File: src/rtl/pw_pkg.sv
package pw_pkg;

    typedef enum logic [1:0] {
        WM_DIRECT = 2'd0,
        WM_LATCH  = 2'd1,
        WM_SPREAD = 2'd2,
        WM_MASKED = 2'd3
    } wmode_e;

    typedef enum logic [1:0] {
        LF_PASS = 2'd0,
        LF_AND  = 2'd1,
        LF_OR   = 2'd2,
        LF_XOR  = 2'd3
    } lfunc_e;

endpackage

File: src/rtl/pw_ctrl_regs.sv
module pw_ctrl_regs #(
    parameter int NPLANE = 4,
    parameter int DW     = 8,
    localparam int CW    = $clog2(DW)
) (
    input  logic              clk,
    input  logic              rst_n,
    input  logic              load,
    input  logic [NPLANE-1:0] set_reset_i,
    input  logic [NPLANE-1:0] sr_enable_i,
    input  logic [CW-1:0]     rot_count_i,
    input  logic [1:0]        func_i,
    input  logic [1:0]        write_mode_i,
    input  logic [DW-1:0]     bit_mask_i,
    input  logic [NPLANE-1:0] map_mask_i,
    output logic [NPLANE-1:0] set_reset_o,
    output logic [NPLANE-1:0] sr_enable_o,
    output logic [CW-1:0]     rot_count_o,
    output pw_pkg::lfunc_e    func_o,
    output pw_pkg::wmode_e    write_mode_o,
    output logic [DW-1:0]     bit_mask_o,
    output logic [NPLANE-1:0] map_mask_o
);
    import pw_pkg::*;

    typedef struct packed {
        logic [NPLANE-1:0] sr;
        logic [NPLANE-1:0] sre;
        logic [CW-1:0]     rot;
        lfunc_e            func;
        wmode_e            mode;
        logic [DW-1:0]     bmask;
        logic [NPLANE-1:0] mmask;
    } ctl_t;

    ctl_t ctl_d, ctl_q;

    always_comb begin
        ctl_d = ctl_q;
        if (load) begin
            ctl_d.sr    = set_reset_i;
            ctl_d.sre   = sr_enable_i;
            ctl_d.rot   = rot_count_i;
            ctl_d.func  = lfunc_e'(func_i);
            ctl_d.mode  = wmode_e'(write_mode_i);
            ctl_d.bmask = bit_mask_i;
            ctl_d.mmask = map_mask_i;
        end
    end

    always_ff @(posedge clk) begin
        if (!rst_n) begin
            ctl_q.sr    <= '0;
            ctl_q.sre   <= '0;
            ctl_q.rot   <= '0;
            ctl_q.func  <= LF_PASS;
            ctl_q.mode  <= WM_DIRECT;
            ctl_q.bmask <= '1;
            ctl_q.mmask <= '1;
        end else begin
            ctl_q <= ctl_d;
        end
    end

    assign set_reset_o  = ctl_q.sr;
    assign sr_enable_o  = ctl_q.sre;
    assign rot_count_o  = ctl_q.rot;
    assign func_o       = ctl_q.func;
    assign write_mode_o = ctl_q.mode;
    assign bit_mask_o   = ctl_q.bmask;
    assign map_mask_o   = ctl_q.mmask;


    settings_hold_chk: assert property (@(posedge clk) disable iff (!rst_n)
        !load |=> $stable(ctl_q));


    settings_load_chk: assert property (@(posedge clk) disable iff (!rst_n)
        load |=> (map_mask_o == $past(map_mask_i)) && (bit_mask_o == $past(bit_mask_i)));

endmodule

File: src/rtl/pw_rotate.sv
module pw_rotate #(
    parameter int DW  = 8,
    localparam int CW = $clog2(DW)
) (
    input  logic [DW-1:0] din,
    input  logic [CW-1:0] count,
    output logic [DW-1:0] dout
);
    always_comb begin
        for (int i = 0; i < DW; i++) begin
            dout[i] = din[(i + int'(count)) % DW];
        end
    end


    rot_zero_chk: assert final ((count != '0) || (dout == din));

    rot_ones_chk: assert final ($countones(dout) == $countones(din));

endmodule

File: src/rtl/pw_plane_lane.sv
module pw_plane_lane #(
    parameter int DW = 8
) (
    input  logic           clk,
    input  logic           rst_n,
    input  pw_pkg::wmode_e mode,
    input  pw_pkg::lfunc_e func,
    input  logic           sr_bit,
    input  logic           sre_bit,
    input  logic           cpu_bit,
    input  logic [DW-1:0]  rot_data,
    input  logic [DW-1:0]  bit_mask,
    input  logic [DW-1:0]  latch,
    output logic [DW-1:0]  dout
);
    import pw_pkg::*;

    logic [DW-1:0] src;
    logic [DW-1:0] alu;
    logic [DW-1:0] emask;

    // source selection per write mode
    always_comb begin
        unique case (mode)
            WM_DIRECT: src = sre_bit ? {DW{sr_bit}} : rot_data;
            WM_SPREAD: src = {DW{cpu_bit}};
            WM_MASKED: src = {DW{sr_bit}};
            default:   src = latch;
        endcase
    end

    // logic function against the latch
    always_comb begin
        unique case (func)
            LF_AND:  alu = src & latch;
            LF_OR:   alu = src | latch;
            LF_XOR:  alu = src ^ latch;
            default: alu = src;
        endcase
    end

    // effective mask
    always_comb begin
        unique case (mode)
            WM_MASKED: emask = rot_data & bit_mask;
            WM_LATCH:  emask = '0;
            default:   emask = bit_mask;
        endcase
    end

    assign dout = (alu & emask) | (latch & ~emask);


    mask_keep_chk: assert property (@(posedge clk) disable iff (!rst_n)
        (mode != WM_LATCH) |-> ((dout & ~bit_mask) == (latch & ~bit_mask)));


    masked_rot_chk: assert property (@(posedge clk) disable iff (!rst_n)
        (mode == WM_MASKED) |-> ((dout & ~rot_data) == (latch & ~rot_data)));


    latch_copy_chk: assert property (@(posedge clk) disable iff (!rst_n)
        (mode == WM_LATCH) |-> (dout == latch));

endmodule

File: src/rtl/planar_write_path.sv
module planar_write_path #(
    parameter int NPLANE = 4,
    parameter int DW     = 8,
    localparam int CW    = $clog2(DW)
) (
    input  logic                 clk,
    input  logic                 rst_n,
    input  logic                 cfg_load,
    input  logic [NPLANE-1:0]    cfg_set_reset,
    input  logic [NPLANE-1:0]    cfg_sr_enable,
    input  logic [CW-1:0]        cfg_rot_count,
    input  logic [1:0]           cfg_func,
    input  logic [1:0]           cfg_write_mode,
    input  logic [DW-1:0]        cfg_bit_mask,
    input  logic [NPLANE-1:0]    cfg_map_mask,
    input  logic                 cpu_wr,
    input  logic [DW-1:0]        cpu_data,
    input  logic [NPLANE*DW-1:0] latch_bytes,
    output logic [NPLANE*DW-1:0] plane_data,
    output logic [NPLANE-1:0]    plane_we
);
    import pw_pkg::*;

    logic [NPLANE-1:0] sr_q, sre_q, mmask_q;
    logic [CW-1:0]     rot_q;
    lfunc_e            func_q;
    wmode_e            mode_q;
    logic [DW-1:0]     bmask_q;
    logic [DW-1:0]     rot_data;

    pw_ctrl_regs #(.NPLANE(NPLANE), .DW(DW)) u_regs (
        .clk         (clk),
        .rst_n       (rst_n),
        .load        (cfg_load),
        .set_reset_i (cfg_set_reset),
        .sr_enable_i (cfg_sr_enable),
        .rot_count_i (cfg_rot_count),
        .func_i      (cfg_func),
        .write_mode_i(cfg_write_mode),
        .bit_mask_i  (cfg_bit_mask),
        .map_mask_i  (cfg_map_mask),
        .set_reset_o (sr_q),
        .sr_enable_o (sre_q),
        .rot_count_o (rot_q),
        .func_o      (func_q),
        .write_mode_o(mode_q),
        .bit_mask_o  (bmask_q),
        .map_mask_o  (mmask_q)
    );

    pw_rotate #(.DW(DW)) u_rot (
        .din  (cpu_data),
        .count(rot_q),
        .dout (rot_data)
    );

    for (genvar n = 0; n < NPLANE; n++) begin : g_lane
        pw_plane_lane #(.DW(DW)) u_lane (
            .clk     (clk),
            .rst_n   (rst_n),
            .mode    (mode_q),
            .func    (func_q),
            .sr_bit  (sr_q[n]),
            .sre_bit (sre_q[n]),
            .cpu_bit (cpu_data[n % DW]),
            .rot_data(rot_data),
            .bit_mask(bmask_q),
            .latch   (latch_bytes[n*DW +: DW]),
            .dout    (plane_data[n*DW +: DW])
        );
    end

    assign plane_we = mmask_q & {NPLANE{cpu_wr}};


    we_gate_chk: assert property (@(posedge clk) disable iff (!rst_n)
        (plane_we & ~mmask_q) == '0);


    we_idle_chk: assert property (@(posedge clk) disable iff (!rst_n)
        !cpu_wr |-> (plane_we == '0));


    latch_mode_top_chk: assert property (@(posedge clk) disable iff (!rst_n)
        (mode_q == WM_LATCH) |-> (plane_data == latch_bytes));

endmodule

File: config.mk
export PLATFORM = sky130hd
export DESIGN_NAME = planar_write_path
export DESIGN_NICKNAME = d
export VERILOG_FILES = /design/src/rtl/pw_pkg.sv /design/src/rtl/pw_ctrl_regs.sv /design/src/rtl/pw_rotate.sv /design/src/rtl/pw_plane_lane.sv /design/src/rtl/planar_write_path.sv
export SDC_FILE = /design/constraint.sdc
export NUM_CORES = 1
export LEC_CHECK = 0
export BUFFER_PORTS_ARGS = -buffer_cell sky130_fd_sc_hd__buf_2
export CELL_PAD_IN_SITES_DETAIL_PLACEMENT = 1
export CELL_PAD_IN_SITES_GLOBAL_PLACEMENT = 2
export CORE_ASPECT_RATIO = 1.75
export CORE_UTILIZATION = 34
export CTS_CLUSTER_SIZE = 10
export DETAILED_ROUTE_END_ITERATION = 16
export PLACE_DENSITY = 0.83
export SYNTH_ARGS = -nofsm -noshare
export SYNTH_HDL_FRONTEND = slang
export SYNTH_HIERARCHICAL = 1
export SYNTH_SLANG_ARGS = --single-unit
File: constraint.sdc
create_clock -name clk -period 5.3 [get_ports clk]
set_input_delay 0.795 -clock clk [delete_from_list [all_inputs] [get_ports clk]]
set_output_delay 0.795 -clock clk [all_outputs]
set_load 0.02 [all_outputs]
# Yosys cells after proc, flatten, opt, wreduce, memory -nomap -nowiden
# Cells that the tools add are included.
dict set report classes {
  n_mux 36
  shift 0
  magnitude_cmp 8
  n_addsub 7
  bitwise_logic 34
  n_eq_ne 6
  multipliers 0
  div_mod_pow 0
  n_reduce_logical 8
}
# cell count
set op_table {}
lappend op_table {{one-hot mux 8 bit (3 select lines)} 8}
lappend op_table {{bitwise AND 8 bit} 13}
lappend op_table {{OR 8 bit} 8}
lappend op_table {{less-than comparator 4 x 5 -> 1 bit, second input constant} 7}
lappend op_table {{two-way mux 8 bit} 4}
lappend op_table {{bitwise XOR 8 bit} 4}
lappend op_table {{binary-select mux 1 bit (select 3 bit)} 8}
lappend op_table {{OR reduction 3 bit} 7}
lappend op_table {{one-hot mux 8 bit (2 select lines)} 1}
lappend op_table {{two-way mux 1 bit} 15}
lappend op_table {{adder 3 bit, first input constant} 4}
lappend op_table {{equality test 2 bit, second input constant} 4}
lappend op_table {{inverter 8 bit} 1}
lappend op_table {{bitwise AND 1 bit, first input constant} 7}
lappend op_table {{adder 2 x 3 -> 3 bit, first input constant} 2}
lappend op_table {{bitwise AND 4 bit} 1}
lappend op_table {{equality test 2 x 1 -> 1 bit, second input constant} 2}
lappend op_table {{less-than comparator 3 x 4 -> 1 bit, second input constant} 1}
lappend op_table {{adder 1 x 3 -> 3 bit, first input constant} 1}
lappend op_table {{logical NOT 2 bit} 1}
dict set report word_totals {
  latchBits 0
  elab_cells 106
  input_bits 71
  output_inout_bits 36
  regBits 27
  mem_count 0
  mem_bits_ro 0
  mem_bits_rw 0
}

# Longest topological paths before layout
dict set report logic_depth {
  ltp_word 12
  mapped_depth 14
  mapped_depth_nobuf 12
}

# By module
# Netlist, hierarchy kept.
# module cells_each area_each_um2 instances seq_area_each_um2
set by_module_without_submodules {}
lappend by_module_without_submodules {pw_plane_lane 118 912.1 4 0.0}
lappend by_module_without_submodules {pw_ctrl_regs 86 999.7 1 540.5}
lappend by_module_without_submodules {pw_rotate 45 483.0 1 0.0}
lappend by_module_without_submodules {planar_write_path 4 25.0 1 0.0}

# Least setup slack after synthesis
# OpenSTA, ideal clock, no wires.
dict set report synth_path {
  path_kind {register to output}
  startpoint {reg u_regs.ctl_q, in the netlist u_regs/rot_count_o[0]}
  endpoint {out plane_data[15]}
  arrival_time_ns 3.547
  path_stages_with_launch 15
  setup_slack_ns 0.958
  path_buffers 2
  t_required_ns 4.505
  cell_sequence {dfxtp_1 -> buf_6 -> clkinv_1 -> ha_1 -> clkbuf_1 -> mux2_2 -> mux2i_1 -> a221oi_1 -> mux2_1 -> mux4_2 -> ha_1 -> nand3_1 -> o21ai_0 -> o21ai_0 -> a22oi_1}
}
dict set report synth_via {
  elab_chain_len 10
  elab_cells_between_ends 16
  cone_classes {add/sub: 1; mux: 7; bitwise: 8}
}
# item line
set synth_lines {}
lappend synth_lines {{start, declared} pw_ctrl_regs.sv:36} ;# ctl_t ctl_d, ctl_q;
lappend synth_lines {{start signal, assigned} pw_ctrl_regs.sv:61} ;# ctl_q <= ctl_d;
lappend synth_lines {{adder 3 bit *} pw_rotate.sv:11} ;# dout[i] = din[(i + int'(count)) % DW];
lappend synth_lines {{binary-select mux 1 bit (select 3 bit) *} pw_rotate.sv:11}
lappend synth_lines {{two-way mux 1 bit (implied by the code) * (2 in series)} pw_rotate.sv:11}
lappend synth_lines {{named net rot_data[7]} planar_write_path.sv:29} ;# logic [DW-1:0] rot_data;
lappend synth_lines {{two-way mux 8 bit} pw_plane_lane.sv:25} ;# WM_DIRECT: src = sre_bit ? {DW{sr_bit}} : rot_data;
lappend synth_lines {{one-hot mux 8 bit (3 select lines)} pw_plane_lane.sv:24} ;# unique case (mode)
lappend synth_lines {{bitwise XOR 8 bit, or another cell as far along} pw_plane_lane.sv:37} ;# LF_XOR: alu = src ^ latch;
lappend synth_lines {{one-hot mux 8 bit (3 select lines)} pw_plane_lane.sv:34} ;# unique case (func)
lappend synth_lines {{bitwise AND 8 bit} pw_plane_lane.sv:51} ;# assign dout = (alu & emask) | (latch & ~emask);
lappend synth_lines {{OR 8 bit *} pw_plane_lane.sv:51}
lappend synth_lines {{end, declared} planar_write_path.sv:19} ;# output logic [NPLANE*DW-1:0] plane_data,
# The timed path passes the listed nets; every way through them passes the cells marked *. The select of a mux whose other input is x is not followed.

# Worst setup path in the final report
dict set report layout_path {
  startpoint {reg u_regs.ctl_q, in the netlist u_regs/rot_count_o[0]}
  endpoint {out plane_data[1]}
}
dict set report layout_via {
  elab_chain_len 10
  elab_cells_between_ends 16
  cone_classes {add/sub: 1; mux: 7; bitwise: 8}
}
# item line
set layout_lines {}
lappend layout_lines {{adder 1 x 3 -> 3 bit *} pw_rotate.sv:11}
lappend layout_lines {{binary-select mux 1 bit (select 3 bit) *} pw_rotate.sv:11}
lappend layout_lines {{two-way mux 1 bit (implied by the code) * (2 in series)} pw_rotate.sv:11}
lappend layout_lines {{named net rot_data[1]} planar_write_path.sv:29}
lappend layout_lines {{two-way mux 8 bit} pw_plane_lane.sv:25}
lappend layout_lines {{one-hot mux 8 bit (3 select lines)} pw_plane_lane.sv:24}
lappend layout_lines {{bitwise XOR 8 bit, or another cell as far along} pw_plane_lane.sv:37}
lappend layout_lines {{one-hot mux 8 bit (3 select lines)} pw_plane_lane.sv:34}
lappend layout_lines {{bitwise AND 8 bit} pw_plane_lane.sv:51}
lappend layout_lines {{OR 8 bit *} pw_plane_lane.sv:51}
# Marked as above.

==> results.ini <==
[place]
dp_hpwl_um = 13200
placedCellCount = 847
place_congestion = 0.863
io_buffer_count = 106
post-place-ws_ns = 0.384

[global_route]
grt_most_used_layer = met2
met1_usage_pct = 25.8
globalRouteMet3Util_pct = 0.829
grt_max_degree = 96
grt_pass1_vias = 5341
grt_pass1_wl_um = 27500
grtUsageTotal_pct = 22.6
met2_usage_pct = 41.9
antenna_found_initial = 0
overflow = 0

[synth]
ys_warn_count = 6
synth-xor-area-share_pct = 0.679
avgSynthCellArea_um2 = 8.49
yosysMostFrequentCell = o21ai_0
synth-async-reset-ratio_pct = 0
synth_cells = 607
ys_seq_area_share_pct = 10.5
syn_nets = 712
synth_top_family_by_area = multiplexers
synthAdderAreaFrac_pct = 8.25
synth_ff_type = dfxtp_1
synth-edff-count = 0
synth.top_cell.area_share_pct = 15.7
synthMuxAreaShare_pct = 32.0
synth-compound-area-share_pct = 26.1
synth.cell_area_um2 = 5160
synth_seq_cells = 27
netlist_top_cells_area = mux4_2, dfxtp_1, ha_1, mux2i_1, nor2b_1
synth_cell_types = 33
synth_top_cell_by_area = mux4_2
synthTopCellsByCount = o21ai_0, nor2b_1, nand2_1
synth_simple_gate_area_share_pct = 13.2

[finish]
insertedDiodeCount = 0
nFillCells = 1830
drive_gt1_share_pct = 27.7
stdcell_count = 851
nets = 774
area_delta_synth_final_pct = 12.3

[worst_setup_path]
critPathMaxFanout = 11
endpoint_kind = primary output
timing.critical_path.slowest_stage_cell = mux4_2
crit_arrival_ns = 4.24
path_cells = clkinvlp_4 > ha_1 > mux4_1 > mux2_2 > mux2_1 > mux4_2 > ha_1 > nand3_1 > o21ai_0 > o21ai_0 > a22oi_1 > buf_2
path_buf_inv = 2
path_delay_family = multiplexers
cp_num_cells = 12
required_ns = 4.51
crit_path_start = u_regs/rot_count_o[0]$_SDFFE_PN0P_
critPathKind = register to primary output
r2r_slack_ns = 3.98
r2r-start = u_regs/write_mode_o[1]$_SDFFE_PN0P_
cp-endpoint = plane_data[1]
start_kind = register
critical_path.max_stage_delay_ns = 0.50
reg2reg_to = u_regs/write_mode_o[1]$_SDFFE_PN0P_
rr_worst_depth = 2

[timing]
fin_tns_setup_ns = 0
fin_worst_skew_ns = 0
drv_slew = 0
hold_viol = 0
max_freq_ghz = 0.198
worstMarginPinSlew_ns = 0.899
setup_slack_ns = 0.260
min_period_ns = 5.04
relSlewSlack_pct = 40.1
setup_viol = 0
period_share_pct = 95.1
rsz0062_at_grt = false

[hold_path]
hold_start = u_regs/map_mask_o[0]$_SDFFE_PN1P_
hold_class = register to register

[power_and_ir_drop]
ir_drop_mv = 0.116
switching_share_pct = 44.7
p_comb_share_pct = 60.3
p_int_uw = 632
p_per_area_nw_per_um2 = 197
switchingPower_uw = 512
p_seq_share_pct = 24.0
totalPowerFinal_uw = 1140
clock_power_share_pct = 15.7
cellLeakagePower_uw = 0.00235

[clock_network]
cts_root_buf = clkbuf_16
cts_buffers = 3
cts.repair.resized = 0
cts_tree = done
cts_num_sinks = 27
clockBufferDepth = 2
clk_latency_ns = 0.27
clkTransAtPathRegs_ns = 0.07
htreeDepth = 1
postCtsSetupRepairBufs = 0
postCtsHoldBufs = 0

[routing]
postRouteAntennaNets = 0
wl_per_cell_um = 20.5
vias = 5208
drt-total-wl_um = 17400
drtPass1Iterations = 4
viasPerCell = 6.12
drt_iter0_drc = 201
drc = 0

[die]
initial_utilization_pct = 34.7
ios = 107
fp-row-count = 59
fp.coreArea_um2 = 14800
fp.dieW_um = 95.1
fp.dieArea_um2 = 15700
die_h_um = 165

[flow_run]
max_cap_violations = 0

[outcome]
status = finished clean

-- power groups by stage --
| stage | sequential [uW] | combinational [uW] | clock (uW) |
|---|---|---|---|
| floorplan | 230 | 516 | 0 |
| global placement | 276 | 647 | 0 |
| detailed placement | 278 | 689 | 0 |
| CTS | 274 | 692 | 183 |
| global route | 280 | 758 | 189 |
| finish | 274 | 690 | 180 |
-- state kept, by name, summed over array words and instances, names as in the netlist --
signal               cells
u_regs/bit_mask_o        8
u_regs/map_mask_o        4
u_regs/set_reset_o       4
u_regs/sr_enable_o       4
u_regs/rot_count_o       3
u_regs/func_o            2
u_regs/write_mode_o      2
-- tightest hold or removal path, delay by kind of cell, from the launching register on --
| kind | cells | cell delay (ns) |
|---|---|---|
| DFF | 1 | 0.32 |
| muxes | 1 | 0.07 |
| and+or+nand+nor | 1 | 0.06 |
-- logic make-up (layout without fill, tap and decap cells) --
| group | Yosys count | in the layout |
|---|---|---|
| DFF | 27 | 27 |
| buffers and inverters | 99 | 160 |
| AOI/OAI and AO/OA | 199 | 199 |
| adders and majority gates | 34 | 34 |
| xor gates and xnor gates | 4 | 4 |
| muxes | 109 | 109 |
| and+or+nand+nor | 135 | 135 |
-- how the worst min path moves through the flow --
stage	endpoint	slack, ns	depth (start not counted)
floorplan	u_regs/map_mask_o[0]$_SDFFE_PN1P_	0.43	2
global placement	u_regs/map_mask_o[3]$_SDFFE_PN1P_	0.45	2
detailed placement	u_regs/map_mask_o[0]$_SDFFE_PN1P_	0.46	2
CTS	u_regs/map_mask_o[0]$_SDFFE_PN1P_	0.48	2
global route	u_regs/map_mask_o[0]$_SDFFE_PN1P_	0.51	2
finish	u_regs/map_mask_o[0]$_SDFFE_PN1P_	0.47	2
-- cells in the final DEF (no fill, tap or decap), drive strengths merged --
cell type / Yosys / layout
nor2: 3 / 3
a221oi: 2 / 2
clkbuf: 39 / 4
a211oi: 4 / 4
buf: 22 / 118
a22oi: 32 / 32
nor3: 3 / 3
mux4: 38 / 38
nand3: 32 / 32
o21ai: 56 / 56
clkinvlp: 0 / 1
o31ai: 36 / 36
xnor2: 1 / 1
nor2b: 45 / 45
o211ai: 32 / 32
nand2: 44 / 44
ha: 34 / 34
and3: 4 / 4
xor2: 3 / 3
a2111oi: 1 / 1
dfxtp: 27 / 27
mux2: 42 / 42
mux2i: 29 / 29
a21oi: 4 / 4
a21boi: 32 / 32
and2: 4 / 4
inv: 37 / 37
-- metrics by stage --
step | util (%) | hold slack, ns | area [um^2]
2_1_floorplan | - | 0.433 | 5160
3_3_place_gp | 38.5 | 0.447 | 5710
3_5_place_dp | 38.5 | 0.464 | 5710
4_1_cts | 39.0 | 0.482 | 5790
5_1_grt | 39.0 | 0.511 | 5790
6_report | 39.0 | 0.474 | 5790
-- routing by layer --
metal | vias up | routed length [um]
met5 | - | 0
met4 | 0 | 805
met3 | 42 | 399
met2 | 131 | 9360
met1 | 2606 | 6870
li1 | 2429 | -
-- final cells by class --
cell class	count	area (um^2)	share of cell area, %
multi-input cells	481	4140	71.5
repair buffers	118	646	11.1
flip-flops and latches	27	552	9.53
well taps	183	229	3.95
inverters	38	146	2.53
clock buffers	4	78.8	1.36
(Power assumes the default switching activity.)
